--- src/rtl/md_pkg.sv ---
package md_pkg;
  typedef enum logic {
    MD_MUL = 1'b0,
    MD_DIV = 1'b1
  } md_op_e;
endpackage

--- src/rtl/md_oc_mag.sv ---
module md_oc_mag #(
  parameter int W = 18
) (
  input  logic [W-1:0] word_i,
  output logic [W-1:0] mag_o,
  output logic         neg_o
);
  // A set MSB marks a negative ones'-complement value; its magnitude is the complement.
  assign neg_o = word_i[W-1];
  assign mag_o = word_i[W-1] ? ~word_i : word_i;
endmodule

--- src/rtl/md_mul_core.sv ---
module md_mul_core #(
  parameter int W    = 18,
  parameter int STEP = 4
) (
  input  logic           clk,
  input  logic           rst,
  input  logic           load,
  input  logic [W-2:0]   a_mag,
  input  logic [W-2:0]   b_mag,
  output logic           last,
  output logic [2*W-1:0] prod_nxt
);
  localparam int MW    = W - 1;
  localparam int ITERS = (MW + STEP - 1) / STEP;
  localparam int MPW   = ITERS * STEP;
  localparam int PW    = 2 * W;
  localparam int CW    = $clog2(ITERS + 1);

  logic          run;
  logic [CW-1:0] cnt;
  logic [PW-1:0] acc;
  logic [PW-1:0] mcand;
  logic [MPW-1:0] mplier;
  logic [PW-1:0] part;

  always_comb begin
    part = '0;
    for (int i = 0; i < STEP; i++) begin
      if (mplier[i]) part = part + (mcand << i);
    end
  end

  assign prod_nxt = acc + part;
  assign last     = run && (cnt == CW'(1));

  always_ff @(posedge clk) begin
    if (rst) begin
      run    <= 1'b0;
      cnt    <= '0;
      acc    <= '0;
      mcand  <= '0;
      mplier <= '0;
    end else if (load) begin
      run    <= 1'b1;
      cnt    <= CW'(ITERS);
      acc    <= '0;
      mcand  <= PW'(a_mag);
      mplier <= MPW'(b_mag);
    end else if (run) begin
      acc    <= prod_nxt;
      mcand  <= mcand << STEP;
      mplier <= mplier >> STEP;
      cnt    <= cnt - CW'(1);
      if (last) run <= 1'b0;
    end
  end

  // a running multiply always has steps left
  p_mul_steps_left_r2: assert property (@(posedge clk) disable iff (rst)
    run |-> (cnt != '0)) else $error("mul counter empty while running");

  // the controller never reloads an operation in flight
  p_mul_no_reload_r6: assert property (@(posedge clk) disable iff (rst)
    load |-> !run) else $error("mul core reloaded while running");
endmodule

--- src/rtl/md_div_core.sv ---
module md_div_core #(
  parameter int W    = 18,
  parameter int STEP = 3
) (
  input  logic           clk,
  input  logic           rst,
  input  logic           load,
  input  logic [2*W-2:0] dvd_mag,
  input  logic [W-2:0]   dsr_mag,
  output logic           last,
  output logic [W-2:0]   quo_nxt,
  output logic [W-2:0]   rem_nxt
);
  localparam int ITERS = (W - 1 + STEP - 1) / STEP;
  localparam int QB    = ITERS * STEP;
  localparam int RW    = W;
  localparam int TW    = RW + 1;
  localparam int CW    = $clog2(ITERS + 1);

  logic          run;
  logic [CW-1:0] cnt;
  logic [RW-1:0] rem;
  logic [QB-1:0] low;
  logic [QB-1:0] quo;
  logic [W-2:0]  dsr_q;

  logic [RW-1:0] r_w;
  logic [QB-1:0] lw_w;
  logic [QB-1:0] q_w;
  logic [TW-1:0] trial;

  // Restoring division, STEP quotient bits per cycle.
  always_comb begin
    r_w   = rem;
    lw_w  = low;
    q_w   = quo;
    trial = '0;
    for (int i = 0; i < STEP; i++) begin
      trial = {r_w, lw_w[QB-1]};
      lw_w  = lw_w << 1;
      if (trial >= TW'(dsr_q)) begin
        r_w = RW'(trial - TW'(dsr_q));
        q_w = (q_w << 1) | QB'(1);
      end else begin
        r_w = RW'(trial);
        q_w = q_w << 1;
      end
    end
  end

  assign quo_nxt = q_w[W-2:0];
  assign rem_nxt = r_w[W-2:0];
  assign last    = run && (cnt == CW'(1));

  always_ff @(posedge clk) begin
    if (rst) begin
      run   <= 1'b0;
      cnt   <= '0;
      rem   <= '0;
      low   <= '0;
      quo   <= '0;
      dsr_q <= '0;
    end else if (load) begin
      run   <= 1'b1;
      cnt   <= CW'(ITERS);
      rem   <= RW'(dvd_mag >> QB);
      low   <= QB'(dvd_mag);
      quo   <= '0;
      dsr_q <= dsr_mag;
    end else if (run) begin
      rem <= r_w;
      low <= lw_w;
      quo <= q_w;
      cnt <= cnt - CW'(1);
      if (last) run <= 1'b0;
    end
  end

  // the partial remainder stays below the divisor throughout
  p_rem_below_dsr_r3: assert property (@(posedge clk) disable iff (rst)
    run |-> (rem < RW'(dsr_q))) else $error("partial remainder not below divisor");

  // a running divide always has steps left
  p_div_steps_left_r9: assert property (@(posedge clk) disable iff (rst)
    run |-> (cnt != '0)) else $error("div counter empty while running");
endmodule

--- src/rtl/md_muldiv.sv ---
module md_muldiv
  import md_pkg::*;
#(
  parameter int W        = 18,
  parameter int MUL_STEP = 4,
  parameter int DIV_STEP = 3
) (
  input  logic         clk,
  input  logic         rst,
  input  logic         start,
  input  logic         op_div,
  input  logic [W-1:0] ac_in,
  input  logic [W-1:0] io_in,
  input  logic [W-1:0] mem_in,
  output logic         busy,
  output logic         done,
  output logic         skip,
  output logic [W-1:0] ac_out,
  output logic [W-1:0] io_out
);
  localparam int DW = 2 * W;

  logic [W-1:0]  io_mag, mem_mag;
  logic          io_neg, mem_neg;
  logic [DW-1:0] dvd_mag;
  logic          dvd_neg;

  md_oc_mag #(.W(W))  u_io_mag  (.word_i(io_in),          .mag_o(io_mag),  .neg_o(io_neg));
  md_oc_mag #(.W(W))  u_mem_mag (.word_i(mem_in),         .mag_o(mem_mag), .neg_o(mem_neg));
  md_oc_mag #(.W(DW)) u_dvd_mag (.word_i({ac_in, io_in}), .mag_o(dvd_mag), .neg_o(dvd_neg));

  md_op_e req_op, op_q;
  logic   accept, div_ovf, mul_load, div_load;
  logic   res_neg_q, rem_neg_q;

  assign req_op   = md_op_e'(op_div);
  assign accept   = start && !busy;
  assign div_ovf  = dvd_mag[DW-2:W-1] >= mem_mag;
  assign mul_load = accept && (req_op == MD_MUL);
  assign div_load = accept && (req_op == MD_DIV) && !div_ovf;

  logic          mul_last, div_last;
  logic [DW-1:0] mul_prod;
  logic [W-2:0]  div_quo, div_rem;

  md_mul_core #(.W(W), .STEP(MUL_STEP)) u_mul (
    .clk(clk), .rst(rst), .load(mul_load),
    .a_mag(io_mag[W-2:0]), .b_mag(mem_mag[W-2:0]),
    .last(mul_last), .prod_nxt(mul_prod)
  );

  md_div_core #(.W(W), .STEP(DIV_STEP)) u_div (
    .clk(clk), .rst(rst), .load(div_load),
    .dvd_mag(dvd_mag[DW-2:0]), .dsr_mag(mem_mag[W-2:0]),
    .last(div_last), .quo_nxt(div_quo), .rem_nxt(div_rem)
  );

  always_ff @(posedge clk) begin
    if (rst) begin
      busy      <= 1'b0;
      done      <= 1'b0;
      skip      <= 1'b0;
      ac_out    <= '0;
      io_out    <= '0;
      op_q      <= MD_MUL;
      res_neg_q <= 1'b0;
      rem_neg_q <= 1'b0;
    end else begin
      done <= 1'b0;
      skip <= 1'b0;
      if (accept) begin
        if (req_op == MD_DIV && div_ovf) begin
          done   <= 1'b1;
          ac_out <= ac_in;
          io_out <= io_in;
        end else begin
          busy      <= 1'b1;
          op_q      <= req_op;
          res_neg_q <= (req_op == MD_MUL) ? (io_neg ^ mem_neg) : (dvd_neg ^ mem_neg);
          rem_neg_q <= dvd_neg;
        end
      end else if (busy) begin
        if (op_q == MD_MUL && mul_last) begin
          {ac_out, io_out} <= res_neg_q ? ~mul_prod : mul_prod;
          busy <= 1'b0;
          done <= 1'b1;
        end else if (op_q == MD_DIV && div_last) begin
          ac_out <= res_neg_q ? ~{1'b0, div_quo} : {1'b0, div_quo};
          io_out <= rem_neg_q ? ~{1'b0, div_rem} : {1'b0, div_rem};
          skip   <= 1'b1;
          busy   <= 1'b0;
          done   <= 1'b1;
        end
      end
    end
  end

  // completion is a single-cycle pulse unless a new start lands on it
  p_done_pulse_r7: assert property (@(posedge clk) disable iff (rst)
    (done && !start) |=> !done) else $error("done held longer than one cycle");

  // never busy while reporting completion
  p_done_idle_r7: assert property (@(posedge clk) disable iff (rst)
    done |-> !busy) else $error("busy during done");

  // skip only appears together with completion
  p_skip_with_done_r4: assert property (@(posedge clk) disable iff (rst)
    skip |-> done) else $error("skip without done");

  // overflow returns the inputs at once without a skip
  p_no_overflow_r5: assert property (@(posedge clk) disable iff (rst)
    (accept && op_div && div_ovf) |=>
      (done && !skip && ac_out == $past(ac_in) && io_out == $past(io_in)))
    else $error("divide overflow handling wrong");

  // a start while busy leaves the operation kind untouched
  p_busy_ignore_r6: assert property (@(posedge clk) disable iff (rst)
    (start && busy) |=> (op_q == $past(op_q))) else $error("start accepted while busy");
endmodule

--- config.mk ---
export PLATFORM = sky130hd
export DESIGN_NAME = md_muldiv
export DESIGN_NICKNAME = d
export VERILOG_FILES = /design/src/rtl/md_pkg.sv /design/src/rtl/md_oc_mag.sv /design/src/rtl/md_mul_core.sv /design/src/rtl/md_div_core.sv /design/src/rtl/md_muldiv.sv
export SDC_FILE = /design/constraint.sdc
export NUM_CORES = 1
export LEC_CHECK = 0
export CELL_PAD_IN_SITES_DETAIL_PLACEMENT = 1
export CELL_PAD_IN_SITES_GLOBAL_PLACEMENT = 2
export CORE_MARGIN = 2
export CORE_UTILIZATION = 43
export CTS_BUF_LIST = sky130_fd_sc_hd__clkbuf_16
export CTS_CLUSTER_DIAMETER = 40
export DETAILED_ROUTE_END_ITERATION = 6
export DONT_BUFFER_PORTS = 1
export GPL_ROUTABILITY_DRIVEN = 0
export PLACE_DENSITY_LB_ADDON = 0.15
export SLEW_MARGIN = 20
export SYNTH_ARGS = -nofsm -noshare
export SYNTH_HDL_FRONTEND = slang
export SYNTH_SLANG_ARGS = --single-unit
--- constraint.sdc ---
create_clock -name clk -period 19.8 [get_ports clk]
set_input_delay 2.97 -clock clk [delete_from_list [all_inputs] [get_ports clk]]
set_output_delay 2.97 -clock clk [all_outputs]
set_load 0.005 [all_outputs]
Word level (Yosys, flattened, before mapping):

Cells that the tools add are included.

* bits in registers: 206
* logic and storage cells: 127

* add/sub/neg operators: 9
* muxes and demuxes: 55
* eq/ne operators: 4
* reductions and logical operators: 20
* $lt $le $gt $ge: 4
* bitwise logic cells: 12

Operators by type and width (number)
* $mux 18: 18
* $mux 36: 5
* $add 36x36->36: 4
* $mux 17: 7
* $ge 19x17->1: 3
* $sub 18x17->18: 3
* $not 17->18: 2
* $not 36->36: 1
* $mux 35: 1
* $not 35->35: 1
* $mux 1: 20
* $ge 18x18->1: 1
* $not 18->18: 1
* $not 17->17: 1
* $mux 3: 4
* $logic_and 1x1->1: 9
* $eq 3x1->1 const B: 2
* $reduce_bool 2->1: 3
* $sub 3x1->3 const B: 2
* $not 1->1: 4
* $reduce_or 2->1: 2
* $reduce_or 4->1: 1
* $reduce_and 3->1: 1
* $reduce_bool 3->1: 1
* other kinds (5): 7

Logic depth before layout (Yosys ltp):

Gate-level depths: netlist of the first run.

* depth in word-level cells: 13
* depth in mapped cells: 54
* mapped depth without buffers: 51

By module:

A second synthesis of the first run with hierarchy kept.

* cell total of the unflattened synthesis: 2886
* area, all modules: 22542.9 sq um

By module, submodules not included
* md_mul_core: area each 11892.7 sq um, instances 1, cells each 1563, seq. area each 1861.8 sq um
* md_div_core: area each 6429.9 sq um, instances 1, cells each 807, seq. area each 1421.4 sq um
* md_muldiv: area each 3425.8 sq um, instances 1, cells each 430, seq. area each 840.8 sq um
* md_oc_mag (u_io_mag ...): area each 198.9 sq um, instances 2, cells each 22, seq. area each 0.0 sq um
* md_oc_mag (u_dvd_mag): area each 396.6 sq um, instances 1, cells each 42, seq. area each 0.0 sq um

Worst setup path before layout of the first run:

No wires, ideal clock.

* path kind: register -> register
* start point: register u_mul.mplier[0]
* end point: register ac_out[17]
* data required time: 19.678 ns
* cell stages (with the launch flop): 49
* slack: 10.192 ns
* arrival time: 9.485 ns
* cells stage by stage: dfxtp_1 -> clkbuf_1 -> clkbuf_1 -> and2_1 -> ha_1 -> a21o_1 -> maj3_1 -> a221oi_1 -> o31ai_1 -> a21oi_1 -> o21bai_1 -> a21oi_1 -> xnor2_1 -> nand2_1 -> o21ai_0 -> ha_1 -> and3_1 -> a31oi_1 -> [... 13 more ...] -> a21o_1 -> a211oi_1 -> o2111ai_1 -> a41oi_1 -> o21ai_0 -> a41oi_1 -> and3_1 -> a31oi_1 -> ha_1 -> or3_1 -> or3_1 -> a31oi_1 -> o31ai_1 -> xnor2_1 -> xnor3_1 -> xnor2_1 -> a2111oi_2 -> a311o_1

* cells in the longest elaborated chain, start to end: 13

RTL lines
* start, declared: line md_mul_core.sv:23 `logic [MPW-1:0] mplier;`
* start signal, assigned: line md_mul_core.sv:48 `mplier <= MPW'(b_mag);`
* start signal, assigned: line md_mul_core.sv:52 `mplier <= mplier >> STEP;`
* $mux 36 (*): line md_mul_core.sv:29 `if (mplier[i]) part = part + (mcand << i);`
* $add 36x36->36: line md_mul_core.sv:29
* $mux 36 (*): line md_mul_core.sv:29
* $add 36x36->36: line md_mul_core.sv:29
* $mux 36 (*): line md_mul_core.sv:29
* $add 36x36->36: line md_mul_core.sv:29
* $mux 36 (*): line md_mul_core.sv:29
* $add 36x36->36 (*): line md_mul_core.sv:33 `assign prod_nxt = acc + part;`
* $not 36->36: line md_muldiv.sv:84 `{ac_out, io_out} <= res_neg_q ? ~mul_prod : mul_prod;`
* $mux 36 (*): line md_muldiv.sv:84
* $mux 18 (*): line md_muldiv.sv:83 `if (op_q == MD_MUL && mul_last) begin`
* $mux 18 (*): line md_muldiv.sv:82 `end else if (busy) begin`
* $mux 18 (*): line md_muldiv.sv:71 `if (accept) begin`
* end signal, assigned: line md_muldiv.sv:74 `ac_out <= ac_in;`
* end signal, assigned: line md_muldiv.sv:84
* end signal, assigned: line md_muldiv.sv:88 `ac_out <= res_neg_q ? ~{1'b0, div_quo} : {1'b0, div_quo};`
* end, declared: line md_muldiv.sv:18 `output logic [W-1:0] ac_out,`

Mark *: on every way between the ends. The rest lies on a longest branch, timed or not. The select of a mux whose other input is x is not followed.
A chain may end at the register's enable or synchronous reset.

Worst setup path in the final report of the first run:

Same ends and word-level chain as after synthesis.

==> results.py, run 1 <==
metrics = {
    "timing": {
        "post-route-period-util_pct": 56.61,
        "final.min_clock_period_ns": 11.21,
        "worstMarginPinSlew_ns": 1.102,
        "finalSetupViolations": 0,
        "skew_ns": 0.04375,
        "hold_violations": 0,
        "whs_ns": 0.4915,
        "layout_setup_ws_ns": 8.592,
        "max_freq_mhz": 89.22,
        "slew_viol_final": 0,
        "slew_headroom_pct": 26.51,
        "setup_tns_ns": 0,
        "grt_setup_unrepaired": "false",
    },
    "global_route": {
        "gr-usage-all-layers_pct": 31.06,
        "grtUsageMet2_pct": 56.14,
        "antenna_found_initial": 0,
        "use_met1_pct": 37.13,
        "overflow": 0,
        "grt_pass1_wl_mm": 123.1,
        "grt_max_degree": 107,
        "grt_pass1_vias": 21220,
        "busiest_layer": "met2",
        "met3_usage_pct": 4.798,
    },
    "floorplan": {
        "core_sq_um": 48650,
        "dieArea_sq_um": 50780,
        "ioPinCount": 97,
        "die_w_um": 225.3,
        "num_rows": 81,
        "start_util_pct": 43.30,
        "die_h_um": 225.3,
    },
    "final_layout": {
        "drive_above_1_share_pct": 7.391,
        "finish.utilization_pct": 47.37,
        "area.growth.synth_to_final_pct": 9.403,
        "fillCellCount": 5919,
        "multi_input_area_sq_um": 16020,
        "fin_nets": 2942,
        "ff_latch_area_sq_um": 4130,
        "antennaDiodeCount": 0,
    },
    "detailed_routing": {
        "ant_nets": 0,
        "routed_wirelength_mm": 79.55,
        "post_drt_wl_per_cell_um": 23.90,
        "drt_iter0_drc": 1068,
        "drc_errors": 0,
        "vias_per_cell": 6.137,
        "vias": 20420,
        "drtPass1Iterations": 5,
    },
    "yosys": {
        "synth_edf_count": 0,
        "syn_inst": 2738,
        "ys_seq_area_share_pct": 19.58,
        "ys_warn_count": 0,
        "async_flop_share_pct": 0,
        "ys_seq_elements": 206,
        "synth_cell_type_count": 83,
        "yosys.area.top_type_share_pct": 19.58,
        "yosys.area.top_type": "dfxtp_1",
        "netlist_area_sq_um": 21070,
        "avgSynthCellArea_sq_um": 7.694,
        "synthFlopType": "dfxtp_1",
        "syn_nets": 3009,
        "synth_area_leaders": "dfxtp_1 20%, ha_1 12%, a21oi_1 6.0%, xnor2_1 6.0%, mux2i_1 5.8%",
    },
    "clock_network": {
        "cts_resized": 0,
        "cts_htree_levels": 2,
        "insertion_delay_ns": 0.61,
        "cts_buffers": 45,
        "cts_setup_buffers": 0,
        "cts_hold_buffers": 0,
        "cts_buffer_depth": 3,
        "cts_tree": "done",
        "clk_pin_slew_worst_paths_ns": 0.05,
        "cts_num_sinks": 206,
        "cts-root-buf": "clkbuf_16",
    },
    "worst_setup_path": {
        "arrival_ns": 11.69,
        "crit_required_ns": 20.28,
        "regToRegSetupSlack_ns": 8.59,
        "cp-start-kind": "flip-flop",
        "critPathSlowestCell": "o21ai_0",
        "worst_path_most_repeated_cell": "o21ai_0",
        "crit_type": "flip-flop to flip-flop",
        "critPathMaxStageDelay_ns": 0.49,
        "cp-end-kind": "flip-flop",
        "worst-path-max-fanout": 38,
    },
    "min_path": {
        "worstHoldPathType": "flip-flop to flip-flop",
    },
    "placement": {
        "hpwl_mm": 61.36,
        "place_ws_ns": 8.616,
        "portBuffers": 0,
    },
    "status": {
        "status": "finished, final reports clean",
    },
    "job": {
        "maxCapViolations": 0,
    },
}
==> cell usage after synthesis, drive strengths merged (44+ instances only) <==
cell type	count
xnor2	144
mux2i	123
a21o	84
xor2	110
nand3	47
ha	206
nand2	177
a21oi	253
nor3	55
mux2	46
a211oi	111
nor2	310
o21ai	144
dfxtp	206
clkbuf	107
inv	111
a31oi	44
==> stage by stage <==
step | cells | cell area (sq um)
after floorplan | 2738 | 21070
after global placement | 3246 | 21520
after detailed placement | 3246 | 21520
after CTS | 3328 | 23050
after global routing | 3328 | 23050
final | 3328 | 23050
==> path summary, 6_finish.rpt <==
kind                                                   start                          to  cells after the start
worst min register to register    u_mul.acc[25]$_SDFFE_PP0P_  u_mul.acc[25]$_SDFFE_PP0P_                      2
worst min-delay path              u_mul.acc[25]$_SDFFE_PP0P_  u_mul.acc[25]$_SDFFE_PP0P_                      2
worst max-delay path            u_mul.mplier[0]$_SDFFE_PP0P_     ac_out[17]$_SDFFE_PP0P_                     47
worst max register to register  u_mul.mplier[0]$_SDFFE_PP0P_     ac_out[17]$_SDFFE_PP0P_                     47
==> sequential cells by signal, summed over array words and instances (netlist names) <==
signal	flops
ac_out	18
busy	1
done	1
io_out	18
op_q	1
rem_neg_q	1
res_neg_q	1
skip	1
u_div.cnt	3
u_div.dsr_q	17
u_div.low	18
u_div.quo	14
u_div.rem	18
u_div.run	1
u_mul.acc	36
u_mul.cnt	3
u_mul.mcand	36
u_mul.mplier	17
u_mul.run	1
==> area by class of cell <==
type                       count  area share (%)
multi-input combinational   2283           69.52
sequential                   206           17.92
clock buffer                  45           4.886
tap                          622           3.377
inverter                     112           1.824
clock inverter                37           1.721
timing repair buffer          23          0.7492
==> logic make-up after synthesis <==
kind of cell,after synthesis,synth area share [%]
muxes,169,8.304
DFF,206,19.58
and+or+nand+nor,785,17.14
AOI/OAI and AO/OA,858,26.63
xor gates and xnor gates,257,10.88
buffers and inverters,249,4.520
adders and majority gates,214,12.95
==> metal layers <==
metal / up-vias / part of all wire [%]
met5: - / 0
met4: 0 / 3.4
met3: 122 / 4.7
met2: 405 / 50
met1: 10080 / 42
li1: 9819 / -
==> placed cells by master, fill, tap and decap left out, types with 30 or more instances in the layout <==
master | netlist | final
a31oi_1 | 44 | 44
o21ai_0 | 137 | 137
clkbuf_16 | 0 | 45
a211oi_1 | 109 | 109
ha_1 | 206 | 206
inv_1 | 110 | 117
and2_1 | 30 | 30
mux2_2 | 45 | 45
nor2b_1 | 31 | 30
a21oi_1 | 252 | 251
xor2_1 | 110 | 110
nor2_1 | 309 | 308
xnor2_1 | 144 | 144
mux2i_1 | 123 | 123
nand2_1 | 177 | 176
a21o_1 | 83 | 83
nand3_1 | 47 | 46
nor3_1 | 55 | 55
dfxtp_1 | 206 | 203
o21a_1 | 43 | 43
==> critical path, delay by kind of cell (launching register included) <==
kind,cells,cell delay [ns]
AOI/OAI and AO/OA,24,5.18
and+or+nand+nor,11,2.30
adders and majority gates,5,1.62
xor gates and xnor gates,5,1.12
buffers and inverters,1,0.38
DFF,1,0.37
muxes,1,0.11
Power of run 1 is left out: the tool's default activity adds up to more than one toggle a clock period on the data nets, which glitch-free logic cannot reach.
==> run 2: changes to the inputs <==
Settings changed: CORE_UTILIZATION 43 to 39.
Clock period 19.8 ns to 11.2 ns, I/O delays scaled along.
==> results.py, run 2 (synthesis gave the netlist of run 1 again) <==
metrics = {
    "final_layout": {
        "finalInstanceArea_sq_um": 23370,
        "final_common_cell": "nor2_1",
        "area.growth.synth_to_final_pct": 10.92,
        "reg_top3": "u_mul.acc x36, u_mul.mcand x36",
        "drive_above_1_share_pct": 8.174,
        "antennaDiodeCount": 0,
        "final_cell_mix": "308 x nor2_1, 250 x a21oi_1, 206 x ha_1, 202 x dfxtp_1, 175 x nand2_1",
        "fin_nets": 2951,
    },
    "worst_setup_path": {
        "cp-start-kind": "flip-flop",
        "crit_type": "flip-flop to flip-flop",
        "reg2regPathDepth": 42,
        "rr_startpoint": "u_mul.mplier[0]$_SDFFE_PP0P_",
        "path_buf_inv": 2,
        "cp-end-kind": "flip-flop",
        "crit_cells": 42,
        "critPathMaxStageDelay_ns": 0.43,
        "arrival_ns": 10.66,
        "regToRegSetupSlack_ns": 1.01,
        "crit_required_ns": 11.67,
        "critical-path-top-delay-family": "compound AO/OA/AOI/OAI gates",
        "critPathSlowestCell": "or3_1",
        "regToRegEndpoint": "ac_out[17]$_SDFFE_PP0P_",
        "worst-path-max-fanout": 37,
    },
    "job": {
        "maxCapViolations": 0,
    },
    "timing": {
        "max_freq_mhz": 98.16,
        "hold_violations": 0,
        "worstMarginPinSlew_ns": 1.100,
        "layout_setup_ws_ns": 1.012,
        "slew_viol_final": 0,
        "finalSetupViolations": 0,
        "post-route-period-util_pct": 90.96,
        "whs_ns": 0.4899,
        "final.min_clock_period_ns": 10.19,
        "setup_tns_ns": 0,
        "skew_ns": 0.05612,
        "slew_headroom_pct": 26.69,
    },
    "clock_network": {
        "cts_buffer_depth": 3,
        "cts_tree": "done",
        "cts_buffers": 45,
        "cts_htree_levels": 2,
        "cts-root-buf": "clkbuf_16",
        "cts_num_sinks": 206,
        "insertion_delay_ns": 0.61,
        "clk_pin_slew_worst_paths_ns": 0.05,
    },
    "placement": {
        "hpwl_mm": 63.09,
        "place_ws_ns": 0.4192,
        "dpl_cell_area_sq_um": 21690,
        "portBuffers": 0,
    },
    "global_route": {
        "grt_pass1_wl_mm": 124.1,
        "antenna_found_initial": 2,
        "grt_max_degree": 107,
        "grt_pass1_vias": 20870,
        "overflow": 0,
        "gr-usage-all-layers_pct": 28.29,
    },
    "floorplan": {
        "die_w_um": 236.4,
        "die_h_um": 236.4,
        "num_rows": 85,
        "start_util_pct": 39.30,
        "core_sq_um": 53600,
        "dieArea_sq_um": 55890,
        "ioPinCount": 97,
    },
    "min_path": {
        "holdPathEnd": "u_div.dsr_q[16]$_SDFFE_PP0P_",
        "hp-start": "u_div.dsr_q[16]$_SDFFE_PP0P_",
        "worstHoldPathType": "flip-flop to flip-flop",
        "whs_path_depth": 2,
    },
    "detailed_routing": {
        "drc_errors": 0,
        "vias_per_cell": 6.003,
        "vias": 20480,
        "post_drt_wl_per_cell_um": 23.64,
        "drtPass1Iterations": 5,
        "drt_iter0_drc": 1230,
        "ant_nets": 0,
        "routed_wirelength_mm": 80.65,
    },
    "status": {
        "status": "finished, final reports clean",
    },
}
-- run 2: cell count changes in the layout (fill, tap and decap cells not counted), sizes merged --
cell      before  now
bufinv         5    9
inv          122  118
clkinv        15   19
clkinvlp       7    4
buf           23   32
-- run 2: per-layer routing --
layer | track usage (%) | routed length, um | vias to the layer above
li1 | - | - | 9822
met1 | 35.85 | 35860 | 10120
met2 | 48.69 | 38320 | 404
met3 | 4.108 | 3656 | 133
met4 | 10.13 | 2799 | 2
met5 | 0 | 13 | -
-- run 2: how the worst max path moves through the flow --
| stage | endpoint | start | slack (ns) |
|---|---|---|---|
| global placement | ac_out[17]$_SDFFE_PP0P_ | u_mul.mcand[2]$_SDFFE_PP0P_ | 0.70 |
| detailed placement | ac_out[17]$_SDFFE_PP0P_ | u_mul.mcand[2]$_SDFFE_PP0P_ | 0.42 |
| finish | ac_out[17]$_SDFFE_PP0P_ | u_mul.mplier[0]$_SDFFE_PP0P_ | 1.01 |
| global route | ac_out[17]$_SDFFE_PP0P_ | u_mul.mcand[2]$_SDFFE_PP0P_ | -0.004 |
| floorplan | ac_out[17]$_SDFFE_PP0P_ | u_mul.mplier[0]$_SDFFE_PP0P_ | 1.59 |
| CTS | ac_out[17]$_SDFFE_PP0P_ | u_mul.mcand[2]$_SDFFE_PP0P_ | 0.30 |
-- run 2: worst register-to-register path, delay by kind of cell (launching register included) --
family,cells,cell delay [ns]
buffers and inverters,2,0.46
AOI/OAI and AO/OA,24,5.08
xor gates and xnor gates,5,1.16
and+or+nand+nor,6,1.52
adders and majority gates,4,1.18
muxes,1,0.28
DFF,1,0.39
-- run 2: timing repair --
action / CTS / global route
resized for setup: 0 / 12
buffers inserted: 0 / 0
hold buffers: 0 / 0
setup endpoints to repair: 0 / 16
-- run 2: final cells by class --
| cell class | count | area (sq um) |
|---|---|---|
| Clock buffer | 45 | 1126 |
| Clock inverter | 38 | 499.2 |
| Fill cell | 6562 | 30240 |
| Inverter | 112 | 420.4 |
| Multi-Input combinational cell | 2283 | 16080 |
| Sequential cell | 206 | 4131 |
| Tap cell | 696 | 870.8 |
| Timing Repair Buffer | 32 | 240.2 |
-- run 2: through the flow --
stage          std cells  utilization (%)
6_report            3412            43.59
5_1_grt             3412            43.59
4_1_cts             3412            43.49
3_5_place_dp        3329            40.46
3_3_place_gp        3329            40.46
2_1_floorplan       2738                -
Power of run 2 is left out for the same reason.
==> run 3: changes to the inputs <==
Settings changed: CELL_PAD_IN_SITES_DETAIL_PLACEMENT 1 to not set, CELL_PAD_IN_SITES_GLOBAL_PLACEMENT 2 to not set, CORE_UTILIZATION 39 to 66, TNS_END_PERCENT set to 10.
==> results.py, run 3 (synthesis gave the netlist of run 1 again) <==
metrics = {
    "worst_setup_path": {
        "critPathMaxStageDelay_ns": 0.42,
        "arrival_ns": 10.59,
        "critPathSlowestCell": "dfxtp_2",
        "regToRegSetupSlack_ns": 1.02,
        "cp-start-kind": "flip-flop",
        "crit_required_ns": 11.61,
        "cp-end-kind": "flip-flop",
        "worst_path_most_repeated_cell": "o21ai_0",
        "crit_type": "flip-flop to flip-flop",
        "worst-path-max-fanout": 9,
    },
    "floorplan": {
        "die_h_um": 182.7,
        "start_util_pct": 66.93,
        "num_rows": 65,
        "die_w_um": 182.7,
        "ioPinCount": 97,
        "core_sq_um": 31470,
        "dieArea_sq_um": 33360,
    },
    "global_route": {
        "grt_pass1_vias": 19510,
        "overflow": 0,
        "antenna_found_initial": 0,
        "grt_max_degree": 107,
        "grt_pass1_wl_mm": 103.4,
        "gr-usage-all-layers_pct": 38.66,
    },
    "detailed_routing": {
        "routed_wirelength_mm": 66.33,
        "drt_iter0_drc": 2526,
        "vias": 20870,
        "drtPass1Iterations": 6,
        "drc_errors": 0,
        "vias_per_cell": 6.770,
        "ant_nets": 0,
        "post_drt_wl_per_cell_um": 21.51,
    },
    "job": {
        "maxCapViolations": 0,
    },
    "clock_network": {
        "cts_num_sinks": 206,
        "insertion_delay_ns": 0.54,
        "clk_pin_slew_worst_paths_ns": 0.06,
        "cts_tree": "done",
        "cts_buffers": 34,
        "cts-root-buf": "clkbuf_16",
        "cts_htree_levels": 2,
        "cts_buffer_depth": 3,
    },
    "final_layout": {
        "final_common_cell": "nor2_1",
        "final_cell_mix": "309 x nor2_1, 250 x a21oi_1, 206 x ha_1, 203 x dfxtp_1, 175 x nand2_1",
        "area.growth.synth_to_final_pct": 5.987,
        "drive_above_1_share_pct": 6.826,
        "reg_top3": "u_mul.acc x36, u_mul.mcand x36",
        "fin_nets": 2927,
        "fillCellCount": 2552,
        "antennaDiodeCount": 0,
    },
    "timing": {
        "max_freq_mhz": 98.22,
        "finalSetupViolations": 0,
        "slew_viol_final": 0,
        "skew_ns": 0.03096,
        "post-route-period-util_pct": 90.90,
        "grt_setup_unrepaired": "false",
        "final.min_clock_period_ns": 10.18,
        "setup_tns_ns": 0,
        "worstMarginPinSlew_ns": 1.014,
        "hold_violations": 0,
        "slew_headroom_pct": 32.41,
    },
    "min_path": {
        "worstHoldPathType": "flip-flop to flip-flop",
    },
    "placement": {
        "portBuffers": 0,
        "hpwl_mm": 50.00,
    },
    "status": {
        "status": "finished, final reports clean",
    },
}
[run 3: timing repair]
item / 4_1_cts / 5_1_grt
setup endpoints to repair: 0 / 3
gates resized for setup: 0 / 6
setup buffers: 0 / 0
hold buffers: 0 / 0
[run 3: layout make-up]
| cell class | count | area, sq um | area share, % |
|---|---|---|---|
| clock inverters | 27 | 241.5 | 1.082 |
| inverters | 112 | 420.4 | 1.883 |
| clock buffers | 34 | 850.8 | 3.811 |
| flip-flops and latches | 206 | 4130 | 18.50 |
| multi-input cells | 2283 | 16040 | 71.83 |
| well taps | 402 | 503.0 | 2.253 |
| repair buffers | 19 | 142.6 | 0.6389 |
[run 3: worst paths after layout]
kind,from,endpoint,cells past startpoint
hold / removal,ac_out[2]$_SDFFE_PP0P_,ac_out[2]$_SDFFE_PP0P_,2
setup / recovery,u_mul.mcand[2]$_SDFFE_PP0P_,ac_out[17]$_SDFFE_PP0P_,49
setup reg to reg,u_mul.mcand[2]$_SDFFE_PP0P_,ac_out[17]$_SDFFE_PP0P_,49
hold reg to reg,ac_out[2]$_SDFFE_PP0P_,ac_out[2]$_SDFFE_PP0P_,2
[run 3: per-layer routing]
layer	vias to the layer above	share of wire (%)	GRT usage, %
met4	0	6.2	21.58
met1	9763	40	48.51
li1	9790	-	-
met2	1065	44	62.04
met3	255	9.5	7.903
met5	-	0	0
[run 3: critical path: cells and delay by family (launching register included)]
family | cells | cell delay, ns
AND/OR/NAND/NOR | 7 | 0.98
flip-flops | 1 | 0.42
adder cells (fa/ha/maj) | 5 | 1.79
AO/OA/AOI/OAI | 30 | 5.62
XOR/XNOR | 6 | 1.15
multiplexers | 1 | 0.10
[run 3: through the flow]
stage	hold slack (ns)	utilization (%)	cell area, sq um	instances	worst slack, ns
2_1_floorplan	0.4483	-	21070	2738	1.593
3_3_place_gp	0.4564	67.39	21210	3022	1.093
3_5_place_dp	0.4696	67.39	21210	3022	0.7670
4_1_cts	0.4769	70.86	22300	3083	0.7045
5_1_grt	0.5013	70.94	22330	3083	0.04210
6_report	0.4750	70.94	22330	3083	1.019
Power of run 3 is left out for the same reason.
